<file path="src/rtl/clkset_pkg.sv">
// Package: shared types for the set-button controller.
// Assumes: display code bit0 is the alarm-view switch, bit1 the sleep-view
// switch; both closed select the seconds view.
package clkset_pkg;
    localparam int MODE_W = 2;

    typedef enum logic [MODE_W-1:0] {
        VIEW_TIME  = 2'b00,
        VIEW_ALARM = 2'b01,
        VIEW_SLEEP = 2'b10,
        VIEW_SECS  = 2'b11
    } view_e;

    typedef enum logic [1:0] {
        LK_NONE = 2'd0,
        LK_HOLD = 2'd1,
        LK_RST  = 2'd2
    } lock_e;

    typedef struct packed {
        logic time_hr_inc;
        logic time_mn_inc;
        logic alm_hr_inc;
        logic alm_mn_inc;
        logic sec_clr;
        logic sec_carry;
        logic time_rst;
        logic alm_rst;
        logic rst_12h;
        logic pf_clr;
    } cmd_t;
endpackage

</file>
<file path="src/rtl/clkset_btn.sv">
// Module: per-button edge detect and auto-repeat timing.
// Assumes: btn is already debounced; tick_2hz pulses coincide with every
// other tick_4hz pulse. The first 4 Hz tick after a press arms the repeat,
// and 2 Hz ticks after that produce steps, giving a 1/4 to 3/4 s delay.
module clkset_btn (
    input  logic clk,
    input  logic rst_n,
    input  logic btn,
    input  logic tick_4hz,
    input  logic tick_2hz,
    output logic press,
    output logic step
);
    logic prev_q;
    logic armed_q;

    // Remember the last button level for edge detection.
    always_ff @(posedge clk) begin
        if (!rst_n) prev_q <= 1'b0;
        else        prev_q <= btn;
    end

    // Arm the repeat on the first 4 Hz tick while held; drop it on release.
    always_ff @(posedge clk) begin
        if (!rst_n || !btn)   armed_q <= 1'b0;
        else if (tick_4hz)    armed_q <= 1'b1;
    end

    // Press is the rising edge; step is a repeat tick while armed and held.
    always_comb begin
        press = btn && !prev_q;
        step  = armed_q && tick_2hz && btn;
    end


    step_not_press_chk: assert property (@(posedge clk) disable iff (!rst_n)
        step |-> !press);
endmodule

</file>
<file path="src/rtl/clkset_lock.sv">
// Module: lockout state after a reset or hold has been entered.
// Assumes: set requests only arrive while a button is held, so release
// always wins when both buttons are low.
module clkset_lock
    import clkset_pkg::*;
(
    input  logic  clk,
    input  logic  rst_n,
    input  logic  hr_btn,
    input  logic  mn_btn,
    input  logic  set_rst,
    input  logic  set_hold,
    output lock_e lock_q
);
    // Enter lockout on request; leave it once both buttons are released.
    always_ff @(posedge clk) begin
        if (!rst_n)                lock_q <= LK_NONE;
        else if (!hr_btn && !mn_btn) lock_q <= LK_NONE;
        else if (set_rst)          lock_q <= LK_RST;
        else if (set_hold)         lock_q <= LK_HOLD;
    end


    lock_release_chk: assert property (@(posedge clk) disable iff (!rst_n)
        (!hr_btn && !mn_btn) |=> (lock_q == LK_NONE));
endmodule

</file>
<file path="src/rtl/clkset_decode.sv">
// Module: view-dependent meaning of the buttons (combinational).
// Assumes: inputs come from clkset_btn and clkset_lock; result is
// registered by the top level.
module clkset_decode
    import clkset_pkg::*;
(
    input  view_e view,
    input  logic  fmt_24h,
    input  logic  sec_ge50,
    input  logic  hr_btn,
    input  logic  mn_btn,
    input  logic  hr_press,
    input  logic  mn_press,
    input  logic  hr_step,
    input  logic  mn_step,
    input  lock_e lock_q,
    output cmd_t  cmd,
    output logic  set_rst,
    output logic  set_hold
);
    logic en, both, hr_adv, mn_adv;

    // Decode the next command word from view, buttons and lockout.
    always_comb begin
        en       = (lock_q == LK_NONE);
        both     = hr_btn && mn_btn;
        hr_adv   = en && (hr_press || hr_step);
        mn_adv   = en && (mn_press || mn_step);
        cmd      = '0;
        set_rst  = 1'b0;
        set_hold = 1'b0;
        cmd.pf_clr  = hr_press || mn_press;
        cmd.rst_12h = !fmt_24h;
        unique case (view)
            VIEW_TIME: begin
                cmd.time_hr_inc = hr_adv;
                cmd.time_mn_inc = mn_adv;
            end
            VIEW_ALARM: begin
                if (en && both) begin
                    cmd.alm_rst = 1'b1;
                    set_rst     = 1'b1;
                end else begin
                    cmd.alm_hr_inc = hr_adv;
                    cmd.alm_mn_inc = mn_adv;
                end
            end
            VIEW_SECS: begin
                if (en && both) begin
                    cmd.time_rst = 1'b1;
                    set_rst      = 1'b1;
                end else if (en && mn_btn && !hr_btn) begin
                    set_hold = 1'b1;
                end else begin
                    cmd.sec_clr   = en && hr_press;
                    cmd.sec_carry = en && hr_press && sec_ge50;
                end
            end
            default: ;
        endcase
        if (!cmd.time_rst && !cmd.alm_rst) cmd.rst_12h = 1'b0;
    end
endmodule

</file>
<file path="src/rtl/clkset_ctrl.sv">
// Module: top of the set-button command controller.
// Assumes: buttons are debounced levels; tick inputs are one-cycle pulses.
// Every command appears one cycle after the input event that causes it;
// time_hold follows the lockout state and the minute button directly.
module clkset_ctrl
    import clkset_pkg::*;
(
    input  logic                clk,
    input  logic                rst_n,
    input  logic                hr_btn,
    input  logic                mn_btn,
    input  logic [MODE_W-1:0]   disp_mode,
    input  logic                fmt_24h,
    input  logic                sec_ge50,
    input  logic                tick_4hz,
    input  logic                tick_2hz,
    output logic                time_hr_inc,
    output logic                time_mn_inc,
    output logic                alm_hr_inc,
    output logic                alm_mn_inc,
    output logic                sec_clr,
    output logic                sec_carry,
    output logic                time_hold,
    output logic                time_rst,
    output logic                alm_rst,
    output logic                rst_12h,
    output logic                pf_clr
);
    localparam int NBTN = 2;

    logic [NBTN-1:0] btn_lv, btn_press, btn_step;
    lock_e lock_q;
    cmd_t  cmd_d, cmd_q;
    logic  set_rst, set_hold;

    assign btn_lv = {mn_btn, hr_btn};

    // One edge/repeat tracker per set button.
    for (genvar i = 0; i < NBTN; i++) begin : g_btn
        clkset_btn u_btn (
            .clk      (clk),
            .rst_n    (rst_n),
            .btn      (btn_lv[i]),
            .tick_4hz (tick_4hz),
            .tick_2hz (tick_2hz),
            .press    (btn_press[i]),
            .step     (btn_step[i])
        );
    end

    clkset_decode u_dec (
        .view     (view_e'(disp_mode)),
        .fmt_24h  (fmt_24h),
        .sec_ge50 (sec_ge50),
        .hr_btn   (hr_btn),
        .mn_btn   (mn_btn),
        .hr_press (btn_press[0]),
        .mn_press (btn_press[1]),
        .hr_step  (btn_step[0]),
        .mn_step  (btn_step[1]),
        .lock_q   (lock_q),
        .cmd      (cmd_d),
        .set_rst  (set_rst),
        .set_hold (set_hold)
    );

    clkset_lock u_lock (
        .clk      (clk),
        .rst_n    (rst_n),
        .hr_btn   (hr_btn),
        .mn_btn   (mn_btn),
        .set_rst  (set_rst),
        .set_hold (set_hold),
        .lock_q   (lock_q)
    );

    // Register the command word so every strobe is glitch-free.
    always_ff @(posedge clk) begin
        if (!rst_n) cmd_q <= '0;
        else        cmd_q <= cmd_d;
    end

    // Drive the ports from the registered command and lockout.
    always_comb begin
        time_hr_inc = cmd_q.time_hr_inc;
        time_mn_inc = cmd_q.time_mn_inc;
        alm_hr_inc  = cmd_q.alm_hr_inc;
        alm_mn_inc  = cmd_q.alm_mn_inc;
        sec_clr     = cmd_q.sec_clr;
        sec_carry   = cmd_q.sec_carry;
        time_rst    = cmd_q.time_rst;
        alm_rst     = cmd_q.alm_rst;
        rst_12h     = cmd_q.rst_12h;
        pf_clr      = cmd_q.pf_clr;
        time_hold   = (lock_q == LK_HOLD) && mn_btn;
    end


    lock_quiet_chk: assert property (@(posedge clk) disable iff (!rst_n)
        (lock_q != LK_NONE) |=> !(time_hr_inc || time_mn_inc || alm_hr_inc ||
                                  alm_mn_inc || sec_clr || time_rst || alm_rst));

    rst_needs_both_chk: assert property (@(posedge clk) disable iff (!rst_n)
        (time_rst || alm_rst) |-> $past(hr_btn && mn_btn));

    pf_needs_btn_chk: assert property (@(posedge clk) disable iff (!rst_n)
        pf_clr |-> $past(hr_btn || mn_btn));

    one_target_chk: assert property (@(posedge clk) disable iff (!rst_n)
        $onehot0({time_rst, alm_rst, sec_clr, alm_hr_inc || alm_mn_inc,
                  time_hr_inc || time_mn_inc}));
endmodule

</file>
<file path="config.mk">
export PLATFORM = sky130hd
export DESIGN_NAME = clkset_ctrl
export DESIGN_NICKNAME = d
export VERILOG_FILES = /design/src/rtl/clkset_pkg.sv /design/src/rtl/clkset_btn.sv /design/src/rtl/clkset_lock.sv /design/src/rtl/clkset_decode.sv /design/src/rtl/clkset_ctrl.sv
export SDC_FILE = /design/constraint.sdc
export NUM_CORES = 1
export LEC_CHECK = 0
export BUFFER_PORTS_ARGS = -buffer_cell sky130_fd_sc_hd__buf_2
export CAP_MARGIN = 40
export CORE_AREA = 2 2 39 41
export DETAILED_ROUTE_END_ITERATION = 10
export DIE_AREA = 0 0 41 43
export PLACE_DENSITY = 0.69
export SYNTH_ARGS = -nofsm -noshare
export SYNTH_HDL_FRONTEND = slang
export SYNTH_SLANG_ARGS = --single-unit
</file>
<file path="constraint.sdc">
create_clock -name clk -period 3.9 [get_ports clk]
set_clock_uncertainty 0.15 [all_clocks]
set_input_delay 0.585 -clock clk [delete_from_list [all_inputs] [get_ports clk]]
set_output_delay 0.585 -clock clk [all_outputs]
set_load 0.03 [all_outputs]
</file>
# Word level (Yosys, flattened, before mapping)
# Index checks and enable logic that the tools add are counted.
[word_totals] reg_bits=16 latch_bits=0 ramBits=0 mem_bits_ro=0 n_memories=0
[op_classes] n_addsub=0 n_mul=0 div_mod_pow=0 order_cmp=0 eq_ne=3 shift=0 n_mux=9 bitwise=3 n_reduce_logical=40
[op_table] op="1-bit logical AND" count=17
[op_table] op="1-bit zero test" count=8
[op_table] op="1-bit two-way mux" count=7
[op_table] op="2-bit OR reduction" count=3
[op_table] op="3-bit OR reduction" count=2
[op_table] op="1-bit logical OR" count=5
[op_table] op="2-bit by 1-bit equality test with 1-bit output, second input constant" count=2
[op_table] op="2-bit zero test" count=2
[op_table] op="2-bit two-way mux" count=2
[op_table] op="4-bit OR reduction" count=1
[op_table] op="1-bit inverter" count=3
[op_table] op="2-bit equality test, second input constant" count=1
[op_table] op="2-bit AND reduction" count=1
[op_table] op="2-bit nonzero test" count=1

# Depth between registers and ports, before layout
[logic_depth] word_depth=8 depth_mapped=4

# By module
# Synthesis repeated with hierarchy kept, for this count alone.
[hier_totals] cells_unflattened=63 hier_area_um2=671.9
[by_module_without_submodules] mod="clkset_ctrl" n_inst=1 cells_each=21 area_per_inst_um2=271.5 seq_area_each_um2=200.2
[by_module_without_submodules] mod="clkset_decode" n_inst=1 cells_each=22 area_per_inst_um2=186.4 seq_area_each_um2=0.0
[by_module_without_submodules] mod="clkset_btn" n_inst=2 cells_each=6 area_per_inst_um2=68.8 seq_area_each_um2=40.0
[by_module_without_submodules] mod="clkset_lock" n_inst=1 cells_each=8 area_per_inst_um2=76.3 seq_area_each_um2=40.0

# Worst setup path before layout
# Ideal clock, no wire load.
[synth_timing] kind="input to output" start="input port mn_btn" end="output port time_hold" t_arrival_ps=1111 required_ps=3165 slack_ps=2054 cell_stages=2 n_path_buf=1 cell_sequence="clkbuf_2 -> and3b_1"
[synth_between] elab_chain_cells=1
[synth_rtl] element="start, declared" line="clkset_ctrl.sv:11" source="input logic mn_btn,"
[synth_rtl] element="1-bit logical AND" line="clkset_ctrl.sv:95" source="time_hold = (lock_q == LK_HOLD) && mn_btn;"
[synth_rtl] element="end, declared" line="clkset_ctrl.sv:23" source="output logic time_hold,"
# Every way passes these cells.

# Worst setup path after layout
# Ends and elaborated chain as after synthesis.

==> impl_metrics.csv <==
group,metric,value,unit
sta,fin_crit,1870,ps
power_and_ir_drop,finalPower,285,uW
cells_and_area,layout-drive-gt1-share,0.368,
power_and_ir_drop,comb_power_share,0.112,
grt,grt_max_degree,10,
die,ios,21,
placement,hpwlAfterDp,756,um
critical_path,startpoint_type,"input port",
sta,rsz0062_at_grt,"no",
die,die_x,41,um
cells_and_area,multiInputGateArea,211,sq um
min_path,min_from,"g_btn[1].u_btn.prev_q",
sta,max_freq,535,MHz
run,maxCapViolations,0,
grt,overflow,0,
cells_and_area,fin_nets,88,
sta,maxSlewViolCount,0,
die,die_h,43,um
drt,detail-route-antenna-nets,0,
synthesis,synth_top_cell_area_share,0.589,
critical_path,cp_max_fo,9,
clock_network,h-tree-depth,1,
clock_network,cts_buffers,3,
critical_path,crit_start,"mn_btn",
clock_network,clk_latency,280,ps
power_and_ir_drop,p_leak,0.325,nW
power_and_ir_drop,p_int,217,uW
sta,tightestPinTransition,245,ps
power_and_ir_drop,p_sw_frac,0.240,
synthesis,seq_area_frac_synth,0.589,
clock_network,cts_tree,"done",
cells_and_area,final_cells,92,
placement,place_congestion,0.759,
placement,dp.cells,89,
critical_path,crit-reg2reg-launch,"u_lock.lock_q[0]",
cells_and_area,antennaDiodeCount,0,
min_path,min_path_type,"reg -> reg",
sta,relSlewSlack,0.835,
critical_path,crit_type,"in -> out",
clock_network,cts_root_buf,"clkbuf_4",
clock_network,cts.sinks,16,
status,status,"finished clean",
critical_path,critPathRequiredTime,3160,ps
power_and_ir_drop,seqPwrFrac,0.601,
power_and_ir_drop,p_clk_frac,0.287,
clock_network,cts_resized,0,
power_and_ir_drop,powerDensity,418,mW/mm^2
drt,wl_per_cell,10.7,um
drt,drt_iter0_drc,7,
synthesis,yosysWarnings,0,
critical_path,worstPathArrival,1140,ps
power_and_ir_drop,p_sw,68.2,uW
placement,portBuffers,20,
drt,drt_pass1_iterations,3,
die,floorplan.initialDensity,0.393,
die,num_rows,14,
sta,setup_viol,0,
die,dieArea,0.00176,sq mm
drt,wl,980,um
clock_network,cts_setup_buffers,0,
cells_and_area,ff_latch_area,320,sq um
synthesis,syn_area,544,sq um
sta,period_share,0.480,
drt,vias,446,
clock_network,hold_buffers,0,
cells_and_area,areaGrowthSynthToFinish,25.3,%
synthesis,synth_largest_area_cell,"dfxtp_1",
die,core_region_area,0.00138,sq mm
sta,hold_viol,0,
synthesis,yosys_register_bits,16,
synthesis,syn_inst,54,
sta,tns,0,ps
synthesis,synth.area.top_cells,"dfxtp_1 (59%), nor2_1 (7.6%), nor4_4 (3.9%), nand2_1 (3.4%), nand3_1 (2.8%)",
grt,antenna_found_initial,0,
power_and_ir_drop,ir_drop,0.178,mV
grt,grt_pass1_vias,412,
synthesis,synth.avg_cell_area,10.1,sq um
synthesis,synth_cell_types,21,
cells_and_area,fill_cells,133,
drt,routed_via_density,4.85,
critical_path,cp-end-kind,"output pin",
drt,drc,0,
grt,grt_use_total,0.144,
synthesis,syn_nets,64,
grt,grt_pass1_wl,1620,um
clock_network,clk_pin_slew,80,ps
clock_network,cts.path.max_buffers,2,
[metal layers]
layer  track usage  vias up  share of wire
met5             0        -              0
met4         0.120        0          0.041
met3        0.0628        5          0.078
met2         0.178       17           0.41
met1         0.183      193           0.47
li1              -      231              -
[synth_stat cells]
cell,n
a31oi_1,1
nor3b_1,1
inv_1,2
or3b_4,1
dfxtp_1,16
o21ai_0,1
nor2_1,11
nor4_4,1
and4bb_2,1
nor4_1,1
a21oi_1,1
nor3_1,2
and3b_1,1
o22ai_1,1
and2_1,1
a21o_1,1
nor4_2,1
nand3_1,3
a21bo_2,1
clkbuf_2,1
nand2_1,5
[stage by stage]
stage	setup slack [ps]	utilization	hold slack [ps]	instance area (sq um)
3_3_place_gp	2050	0.476	292	659
6_report	2030	0.493	307	682
2_1_floorplan	2050	-	272	544
4_1_cts	2030	0.493	306	682
3_5_place_dp	2040	0.476	285	659
5_1_grt	1990	0.493	314	682
[cells by family after synthesis]
logic type,after synthesis,share of synthesized area
AND/OR/NAND/NOR,29,0.315
AO/OA/AOI/OAI,6,0.0736
buffers and inverters,3,0.0230
flip-flops,16,0.589
[layout make-up]
| class | count | share of cell area |
|---|---|---|
| Sequential cell | 16 | 0.470 |
| Clock buffer | 3 | 0.0330 |
| Inverter | 2 | 0.0110 |
| Tap cell | 16 | 0.0294 |
| Timing Repair Buffer | 20 | 0.147 |
| Multi-Input combinational cell | 35 | 0.310 |
[critical path, cell delays in order]
cell and delay [ps]:
buf_2 190, and3b_1 180, buf_2 190
[flip-flops by register name (all words and copies together) (netlist names)]
signal / flops
alm_hr_inc: 1
alm_mn_inc: 1
alm_rst: 1
g_btn.u_btn.armed_q: 2
g_btn.u_btn.prev_q: 2
pf_clr: 1
rst_12h: 1
sec_carry: 1
sec_clr: 1
time_hr_inc: 1
time_mn_inc: 1
time_rst: 1
u_lock.lock_q: 2
[worst paths after layout]
kind	endpoint	slack (ps)	cells past startpoint
worst min register to register	pf_clr	310	1
worst max-delay path	time_hold	2030	3
worst min-delay path	pf_clr	310	1
worst max register to register	alm_hr_inc	2590	3
[power groups by stage]
stage	registers (mW)	logic (mW)	clock network, mW
floorplan	0.180	0.0150	0
global placement	0.175	0.0315	0
detailed placement	0.175	0.0317	0
CTS	0.171	0.0318	0.0839
global route	0.172	0.0348	0.0920
finish	0.171	0.0318	0.0817
[layout by cell type (no fill, tap or decap), types with 2 or more instances in the layout]
cell type / n
buf_2: 20
clkbuf_4: 3
dfxtp_1: 16
inv_1: 2
nand2_1: 5
nand3_1: 3
nor2_1: 11
nor3_1: 2
Note: power is estimated with default switching activity, not from simulation.
